`src/rtl/acc_stamp_pkg.sv`:
```
package acc_stamp_pkg;

    // Source tag carried with each record
    typedef enum logic {
        SRC_STREAM = 1'b0,
        SRC_STROBE = 1'b1
    } src_e;

    // Output slot state
    typedef enum logic {
        OS_EMPTY = 1'b0,
        OS_FULL  = 1'b1
    } out_state_e;

    localparam int NUM_INPUTS = 2;
    localparam int IDX_STREAM = 0;
    localparam int IDX_STROBE = 1;

endpackage

```
`src/rtl/acc_edge_sync.sv`:
```
module acc_edge_sync #(
    parameter int SYNC_STAGES = 2
) (
    input  logic clk,
    input  logic rst_n,
    input  logic async_in,
    output logic rise
);
    localparam int CHAIN_W = SYNC_STAGES + 1;

    logic [CHAIN_W-1:0] chain_q;

    always_ff @(posedge clk or negedge rst_n) begin
        if (!rst_n) begin
            chain_q <= '0;
        end else begin
            chain_q <= {chain_q[CHAIN_W-2:0], async_in};
        end
    end

    // synchronised level versus its previous sample
    assign rise = chain_q[SYNC_STAGES-1] & ~chain_q[SYNC_STAGES];

endmodule

```
`src/rtl/acc_ts_counter.sv`:
```
module acc_ts_counter #(
    parameter int TS_W = 64
) (
    input  logic            clk,
    input  logic            rst_n,
    input  logic            load,
    input  logic [TS_W-1:0] load_val,
    output logic [TS_W-1:0] ts
);
    always_ff @(posedge clk or negedge rst_n) begin
        if (!rst_n) begin
            ts <= '0;
        end else if (load) begin
            ts <= load_val;
        end else begin
            ts <= ts + TS_W'(1);
        end
    end
endmodule

```
`src/rtl/acc_decimator.sv`:
```
module acc_decimator #(
    parameter int DEC_W = 16
) (
    input  logic             clk,
    input  logic             rst_n,
    input  logic             rise,
    input  logic [DEC_W-1:0] decim_n,
    output logic             emit
);
    logic [DEC_W-1:0] cnt_q;
    logic             enabled;
    logic             at_limit;

    assign enabled  = (decim_n != '0);
    assign at_limit = (cnt_q >= decim_n - DEC_W'(1));
    assign emit     = rise && enabled && at_limit;

    always_ff @(posedge clk or negedge rst_n) begin
        if (!rst_n) begin
            cnt_q <= '0;
        end else if (!enabled) begin
            cnt_q <= '0;
        end else if (rise) begin
            cnt_q <= at_limit ? '0 : cnt_q + DEC_W'(1);
        end
    end
endmodule

```
`src/rtl/acc_out_fsm.sv`:
```
module acc_out_fsm
    import acc_stamp_pkg::*;
#(
    parameter int TS_W  = 64,
    parameter int CNT_W = 16
) (
    input  logic             clk,
    input  logic             rst_n,
    input  logic             strobe_rise,
    input  logic             stream_emit,
    input  logic [TS_W-1:0]  ts_now,
    input  logic             out_ready,
    output logic             out_valid,
    output logic [TS_W-1:0]  out_ts,
    output logic             out_src,
    output logic [CNT_W-1:0] drop_cnt,
    output logic [CNT_W-1:0] ovf_cnt
);
    localparam logic [CNT_W-1:0] CNT_MAX = {CNT_W{1'b1}};

    out_state_e state_q, state_d;
    logic       cand, slot_free, do_load, do_lose, collide;
    src_e       cand_src;

    assign cand      = strobe_rise | stream_emit;
    assign cand_src  = strobe_rise ? SRC_STROBE : SRC_STREAM;
    assign collide   = strobe_rise & stream_emit;
    assign slot_free = (state_q == OS_EMPTY) || out_ready;
    assign do_load   = cand && slot_free;
    assign do_lose   = cand && !slot_free;

    // state register
    always_ff @(posedge clk or negedge rst_n) begin
        if (!rst_n) state_q <= OS_EMPTY;
        else        state_q <= state_d;
    end

    // transitions
    always_comb begin
        state_d = state_q;
        unique case (state_q)
            OS_EMPTY: state_d = cand ? OS_FULL : OS_EMPTY;
            OS_FULL: begin
                if (out_ready) state_d = cand ? OS_FULL : OS_EMPTY;
                else           state_d = OS_FULL;
            end
            default: state_d = OS_EMPTY;
        endcase
    end

    // payload and loss counters
    always_ff @(posedge clk or negedge rst_n) begin
        if (!rst_n) begin
            out_ts   <= '0;
            out_src  <= 1'b0;
            drop_cnt <= '0;
            ovf_cnt  <= '0;
        end else begin
            if (do_load) begin
                out_ts  <= ts_now;
                out_src <= cand_src;
            end
            if (do_lose && ovf_cnt != CNT_MAX)
                ovf_cnt <= ovf_cnt + CNT_W'(1);
            if (collide && drop_cnt != CNT_MAX)
                drop_cnt <= drop_cnt + CNT_W'(1);
        end
    end

    assign out_valid = (state_q == OS_FULL);

endmodule

```
`src/rtl/acc_edge_stamper.sv`:
```
module acc_edge_stamper
    import acc_stamp_pkg::*;
#(
    parameter int TS_W        = 64,
    parameter int DEC_W       = 16,
    parameter int CNT_W       = 16,
    parameter int SYNC_STAGES = 2
) (
    input  logic             clk,
    input  logic             rst_n,
    input  logic             ts_load,
    input  logic [TS_W-1:0]  ts_load_val,
    input  logic [DEC_W-1:0] decim_n,
    input  logic             stream_in,
    input  logic             strobe_in,
    output logic             out_valid,
    input  logic             out_ready,
    output logic [TS_W-1:0]  out_ts,
    output logic             out_src,
    output logic [CNT_W-1:0] drop_cnt,
    output logic [CNT_W-1:0] ovf_cnt
);
    logic [NUM_INPUTS-1:0] raw_in;
    logic [NUM_INPUTS-1:0] rise_vec;
    logic [TS_W-1:0]       ts_now;
    logic                  strobe_rise;
    logic                  stream_emit;

    assign raw_in[IDX_STREAM] = stream_in;
    assign raw_in[IDX_STROBE] = strobe_in;

    for (genvar g = 0; g < NUM_INPUTS; g++) begin : g_sync
        acc_edge_sync #(.SYNC_STAGES(SYNC_STAGES)) u_sync (
            .clk      (clk),
            .rst_n    (rst_n),
            .async_in (raw_in[g]),
            .rise     (rise_vec[g])
        );
    end

    assign strobe_rise = rise_vec[IDX_STROBE];

    acc_ts_counter #(.TS_W(TS_W)) u_ts (
        .clk      (clk),
        .rst_n    (rst_n),
        .load     (ts_load),
        .load_val (ts_load_val),
        .ts       (ts_now)
    );

    acc_decimator #(.DEC_W(DEC_W)) u_dec (
        .clk     (clk),
        .rst_n   (rst_n),
        .rise    (rise_vec[IDX_STREAM]),
        .decim_n (decim_n),
        .emit    (stream_emit)
    );

    acc_out_fsm #(.TS_W(TS_W), .CNT_W(CNT_W)) u_out (
        .clk         (clk),
        .rst_n       (rst_n),
        .strobe_rise (strobe_rise),
        .stream_emit (stream_emit),
        .ts_now      (ts_now),
        .out_ready   (out_ready),
        .out_valid   (out_valid),
        .out_ts      (out_ts),
        .out_src     (out_src),
        .drop_cnt    (drop_cnt),
        .ovf_cnt     (ovf_cnt)
    );

endmodule

```
`config.mk`:
```
export PLATFORM = sky130hd
export DESIGN_NAME = acc_edge_stamper
export DESIGN_NICKNAME = d
export VERILOG_FILES = /design/src/rtl/acc_stamp_pkg.sv /design/src/rtl/acc_edge_sync.sv /design/src/rtl/acc_ts_counter.sv /design/src/rtl/acc_decimator.sv /design/src/rtl/acc_out_fsm.sv /design/src/rtl/acc_edge_stamper.sv
export SDC_FILE = /design/constraint.sdc
export NUM_CORES = 1
export LEC_CHECK = 0
export CAP_MARGIN = 20
export CELL_PAD_IN_SITES_DETAIL_PLACEMENT = 1
export CELL_PAD_IN_SITES_GLOBAL_PLACEMENT = 1
export CORE_MARGIN = 2
export CORE_UTILIZATION = 49
export CTS_BUF_LIST = sky130_fd_sc_hd__clkbuf_16
export DETAILED_ROUTE_END_ITERATION = 8
export DONT_BUFFER_PORTS = 1
export PLACE_DENSITY = 0.89
export SLEW_MARGIN = 30
export SYNTH_ARGS = -nofsm -noshare
export SYNTH_HDL_FRONTEND = slang
export SYNTH_SLANG_ARGS = --single-unit
```
`constraint.sdc`:
```
create_clock -name clk -period 3.3 [get_ports clk]
set_input_delay 0 -clock clk [delete_from_list [all_inputs] [get_ports clk]]
set_output_delay 0 -clock clk [all_outputs]
set_load 0.01 [all_outputs]
```
* Word-level counts from Yosys, hierarchy flattened
Cells that the tools add are included.
Word-level totals: register bits after elaboration 184, memories 0, bits in writable memories 0, ROM bits 0, input port bits 86, output and inout bits 98, latch bits 0, word-level logic and storage cells 42
Cells by class: $lt $le $gt $ge 1, multiply operators 0, bitwise gates (word level) 7, reductions and logical operators 9, add/sub/neg operators 5, mux-type cells 8, div/mod/pow operators 0, equal/unequal tests 3, shift-type cells 0
Operators by type and width (count):
- adder 64 x 1 -> 64 bit, second input constant | 1
- two-way mux 64 bit | 1
- adder 16 x 1 -> 16 bit, second input constant | 3
- two-way mux 16 bit | 3
- != test 16 bit, second input constant | 2
- greater-or-equal comparator 16 bit | 1
- nonzero test 16 bit | 1
- subtractor 16 x 1 -> 16 bit, second input constant | 1
- logical AND 1 bit | 6
- AND 1 bit | 3
- two-way mux 1 bit | 3
- inverter 1 bit | 3
- != test 2 x 1 -> 1 bit, second input constant | 1
- case mux 1 bit (2 select lines) | 1
- zero test 1 bit | 1
- logical OR 1 bit | 1
- bitwise OR 1 bit | 1

* Longest topological paths before layout
word-level depth 8, depth in mapped cells 14, gate-level depth less buffers 13

* By module
Synthesis repeated with hierarchy kept, for this count alone.
Second synthesis, totals: cell total of the unflattened synthesis 883, area total of the unflattened synthesis 9389.0 um^2
Modules (own cells, without submodules):
- acc_out_fsm | cells an instance 285, times used 1, area each 4033.9 um^2, sequential area each 2452.4 um^2
- acc_ts_counter | cells an instance 417, times used 1, area each 3662.3 um^2, sequential area each 1601.5 um^2
- acc_decimator | cells an instance 173, times used 1, area each 1515.2 um^2, sequential area each 400.4 um^2
- acc_edge_sync | cells an instance 4, times used 2, area each 88.8 um^2, sequential area each 75.1 um^2

* Worst setup path before layout
No wires, ideal clock.
kind input -> register, start input decim_n[0], end register u_out.out_ts[27], cell stages on the path 14, buffers on the path 1, arrival time 3.462 ns, data required time 3.172 ns, library setup time 0.128 ns, path slack -0.290 ns, cells stage by stage inv_1 ha_1 or3b_2 or3_1 or3_1 xor2_1 ha_1 nand4_1 or2_1 o31ai_4 o21ai_2 a21oi_4 buf_6 mux2_1
On the way: word-level cells in the longest chain between the ends 5, elaborated cells on any way between the ends 7, classes of those cells add/sub (1); order compare (1); bitwise (1); reduce/logical (4)
RTL lines:
- from (decl) | RTL line acc_edge_stamper.sv:13 | input logic [DEC_W-1:0] decim_n,
- subtractor 16 x 1 -> 16 bit or nonzero test 16 bit (tied branches) | RTL line acc_decimator.sv:15, acc_decimator.sv:14
- greater-or-equal comparator 16 bit or logical AND 1 bit (tied branches) | RTL line acc_decimator.sv:15, acc_decimator.sv:16
- logical AND 1 bit * | RTL line acc_decimator.sv:16 | assign emit = rise && enabled && at_limit;
- bitwise OR 1 bit * | RTL line acc_out_fsm.sv:25 | assign cand = strobe_rise | stream_emit;
- logical AND 1 bit * | RTL line acc_out_fsm.sv:29 | assign do_load = cand && slot_free;
- to (signal assigned) | RTL line acc_out_fsm.sv:60 | out_ts <= ts_now;
- to (decl) | RTL line acc_out_fsm.sv:14 | output logic [TS_W-1:0] out_ts,
Mark *: on every way between the ends. The rest lies on a longest branch, timed or not. A chain may end at the register's enable or synchronous reset.

* Worst setup path after layout
start input decim_n[1], end register u_out.drop_cnt[13]
On the way: word-level cells in the longest chain between the ends 5, elaborated cells on any way between the ends 7, classes of those cells add/sub (1); order compare (1); bitwise (1); reduce/logical (4)
RTL lines:
- subtractor 16 x 1 -> 16 bit or nonzero test 16 bit (tied branches) | RTL line acc_decimator.sv:15, acc_decimator.sv:14
- greater-or-equal comparator 16 bit or logical AND 1 bit (tied branches) | RTL line acc_decimator.sv:15, acc_decimator.sv:16
- logical AND 1 bit * | RTL line acc_decimator.sv:16
- AND 1 bit * | RTL line acc_out_fsm.sv:27 | assign collide = strobe_rise & stream_emit;
- logical AND 1 bit * | RTL line acc_out_fsm.sv:65 | if (collide && drop_cnt != CNT_MAX)
- to (signal assigned) | RTL line acc_out_fsm.sv:66 | drop_cnt <= drop_cnt + CNT_W'(1);
- to (decl) | RTL line acc_out_fsm.sv:16 | output logic [CNT_W-1:0] drop_cnt,
Marks and branches as above.

==> results.toml <==
[timing]
max_slew_margin_pct = 41.8
timing.final.hold_violations = 184
tightest_slew_ns = 0.860
holdWs_ns = -0.732
setup_viol_count_final = 0
rsz0062_at_grt = "false"
slew_viol_final = 0
finClkSkew_ns = 0.0134
fmax_ghz = 0.319
period_share_pct = 94.8
clock_period_minus_final_worst_setup_slack_ns = 3.13

[worst_setup_path]
timing.critical_path.cells = "inv_4 > ha_4 > or3b_4 > or3_4 > or3_1 > xor2_1 > ha_1 > nand4_1 > or2_1 > o31ai_4 > buf_4 > nor2_1 > buf_4 > nor4b_1 > xor2_1"
timing.setup.critical_path_class = "input port to flop"
critical-path-slowest-cell = "nor4b_1"
cpLargestDelayFamily = "simple AND/OR/NAND/NOR gates"
critical_path_startpoint_category = "input port"
cp_max_fo = 6
cpPeakStageDelay_ns = 0.51
critPathBufInv = 3
worst-endpoint-required_ns = 3.57
endpoint_class_of_the_critical_path = "flop"
critical_path_arrival_ns = 3.40

[pwr]
share_seq_of_total_power_pct = 52.2
power.share.combinational_pct = 10.6
cell_leakage_power_uw = 0.00446
power_switching_share_pct = 27.9
clock_power_share_pct = 37.2
internal_power_uw = 4070
irDropWorstVdd_mv = 0.365
p_sw_uw = 1570
power.density_nw_per_um2 = 522

[clock_tree]
ctsResizeCount = 0
cts_tree = "done"
cts-root-buf = "clkbuf_16"
hold_buffers = 68
clockBufferDepth = 2
cts_buffer_count = 17
sink_count_of_the_clock_tree = 184
clk_latency_ns = 0.42
clkTransAtPathRegs_ns = 0.07
post_cts_buffers = 0
cts.htree.levels = 4

[synth]
synthDistinctLibCells = 50
synth-seq-area-share_pct = 50.4
synth-seq-cells = 184
cell_area_after_technology_mapping_um2 = 9130
synth_nets = 981
synth_edf_count = 0
postSynthAreaPerCell_um2 = 10.4
postSynth.topFlopCell = "dfrtp_1"
netlist_instances = 874
yosysWarnings = 0
ys_async_sr_fraction_pct = 100

[finish]
finalCoreUtilization_pct = 59.5
layout-drive-gt1-share_pct = 8.24
post_synthesis_to_final_layout_area_growth_pct = 18.3
layout.nets = 1054
stdcell_count = 1191

[die]
die_w_um = 141
pin_count = 184
die-height_um = 141
core_area_um2 = 18100
die_area_um2 = 19700
number_of_cell_rows = 49
floorplan.initialDensity_pct = 50.3

[worst_hold_path]
hold_class = "input port to async pin"

[placed_design]
placement.io_buffers = 0
place.detailed.instances = 1089
detailed_place_hpwl_um = 16200
place.gp.congestion = 0.771

[global_route]
grt_util_all_layers_pct = 26.1
grt_overflow = 0
antenna_found_initial = 3
grt_start_max_net_pins = 185
grt_pass1_vias = 7579
grt_first_pass_wirelength_um = 40800

[drt]
route.final.wire_length_um = 25000
number_of_design_rule_violations_left_after_detail_routing = 0
routed_vias = 7007
ant_nets = 0
firstDrtPassIters = 4
detail_route.iter0.violations = 363
route.detailed.vias_per_inst = 5.88
routedWlPerCell_um = 21.0

[run_status]
outcome = "complete, but fails checks"
failed_checks = "hold timing"

[flow_run]
max_cap_violations = 0
-- metrics by stage --
stage / instance area [µm²] / power (µW) / setup slack [ns] / TNS (ns) / hold WS, ns
2_1_floorplan: 9180 / 3280 / -0.0487 / -2.78 / -0.296
3_3_place_gp: 9490 / 3420 / -0.0500 / -1.31 / -0.292
3_5_place_dp: 9490 / 3480 / -0.182 / -5.62 / -0.292
4_1_cts: 10800 / 5660 / 0.236 / 0 / -0.749
5_1_grt: 10800 / 5860 / 0.0304 / 0 / -0.755
6_report: 10800 / 5640 / 0.170 / 0 / -0.732
-- per-layer routing --
metal | track usage (%) | part of all wire [%] | vias to the layer above
met3 | 5.81 | 5.2 | 42
met1 | 32.3 | 42 | 3544
met4 | 8.79 | 2.1 | 0
met5 | 0 | 0 | -
met2 | 45.5 | 51 | 183
li1 | - | - | 3238
-- worst paths after layout --
| kind | startpoint | end | slack [ns] | depth (start not counted) |
|---|---|---|---|---|
| min in group clk | ts_load | u_ts.ts[31] | 0.03 | 3 |
| hold / removal | rst_n | u_out.ovf_cnt[14] | -0.73 | 0 |
| hold reg to reg | g_sync[1].u_sync.chain_q[0] | g_sync[1].u_sync.chain_q[1] | 0.36 | 0 |
| setup reg to reg | u_ts.ts[0] | u_ts.ts[46] | 0.44 | 9 |
| max in group asynchronous | rst_n | u_ts.ts[49] | 3.73 | 0 |
| setup / recovery | decim_n[1] | u_out.drop_cnt[13] | 0.17 | 15 |
-- state kept, by name, indices dropped and copies added, names as in the netlist --
register               flops
g_sync.u_sync.chain_q      6
u_dec.cnt_q               16
u_out.drop_cnt            16
u_out.out_src              1
u_out.out_ts              64
u_out.out_valid            1
u_out.ovf_cnt             16
u_ts.ts                   64
-- synth_stat cells (6+ instances only) --
cell type | number | area [µm²]
a21oi_1 | 13 | 65.1
a31oi_1 | 6 | 37.5
and3_1 | 22 | 138
buf_6 | 6 | 67.6
clkbuf_1 | 24 | 90.1
dfrtp_1 | 184 | 4600
ha_1 | 21 | 263
inv_1 | 16 | 60.1
mux2_1 | 60 | 676
mux2_2 | 11 | 124
nand2_1 | 112 | 420
nand2b_1 | 8 | 50.1
nand3_1 | 62 | 310
nand4_1 | 21 | 131
nor2_1 | 29 | 109
nor3_1 | 27 | 135
nor4_1 | 21 | 131
o21ai_0 | 75 | 375
or3_1 | 6 | 37.5
xnor2_1 | 69 | 604
xor2_1 | 35 | 307
-- cells in the final DEF (no fill, tap or decap), types with 3 or more instances in the layout --
cell / synthesis / final
nand2_1: 112 / 112
nand4_1: 21 / 21
buf_12: 0 / 4
a31oi_1: 6 / 6
mux2_2: 11 / 11
nand2b_1: 8 / 8
clkbuf_16: 0 / 17
inv_1: 16 / 15
buf_4: 0 / 15
nor3_1: 27 / 27
o21ai_0: 75 / 75
and2_1: 5 / 5
mux2_1: 60 / 55
and4_1: 3 / 3
nand3_1: 62 / 62
diode_2: 0 / 3
dfrtp_1: 184 / 184
or3_1: 6 / 5
nor2_1: 29 / 29
nor2b_1: 4 / 4
mux2_4: 0 / 5
xnor2_1: 69 / 69
nor4_1: 21 / 21
bufinv_16: 0 / 3
clkinv_4: 0 / 5
xor2_1: 35 / 35
dlygate4sd3_1: 0 / 67
ha_1: 21 / 20
a21oi_1: 13 / 13
and3_1: 22 / 22
-- power by group through the flow --
| stage | registers [µW] | logic, µW | clock network, µW |
|---|---|---|---|
| finish | 2950 | 598 | 2100 |
| global route | 2990 | 664 | 2210 |
| CTS | 2940 | 592 | 2130 |
| detailed placement | 2980 | 498 | 0 |
| global placement | 2960 | 459 | 0 |
| floorplan | 2850 | 430 | 0 |
-- area by class of cell --
type / instances / area (µm²)
Fill cell: 1922 / 7350
Sequential cell: 184 / 4600
Multi-Input combinational cell: 641 / 4330
Timing Repair Buffer: 87 / 891
Clock buffer: 17 / 425
Tap cell: 229 / 287
Clock inverter: 14 / 175
Inverter: 16 / 75.1
Antenna cell: 3 / 7.51
-- cells by family after synthesis --
group | count (synthesis) | share of synthesized area [%]
buf+inv | 49 | 2.55
flops | 184 | 50.4
simple gates | 330 | 17.9
compound gates | 115 | 7.51
xor+xnor | 104 | 9.98
fa+ha+maj | 21 | 2.88
mux | 71 | 8.76
No activity file was read; power rests on OpenSTA's default activity.
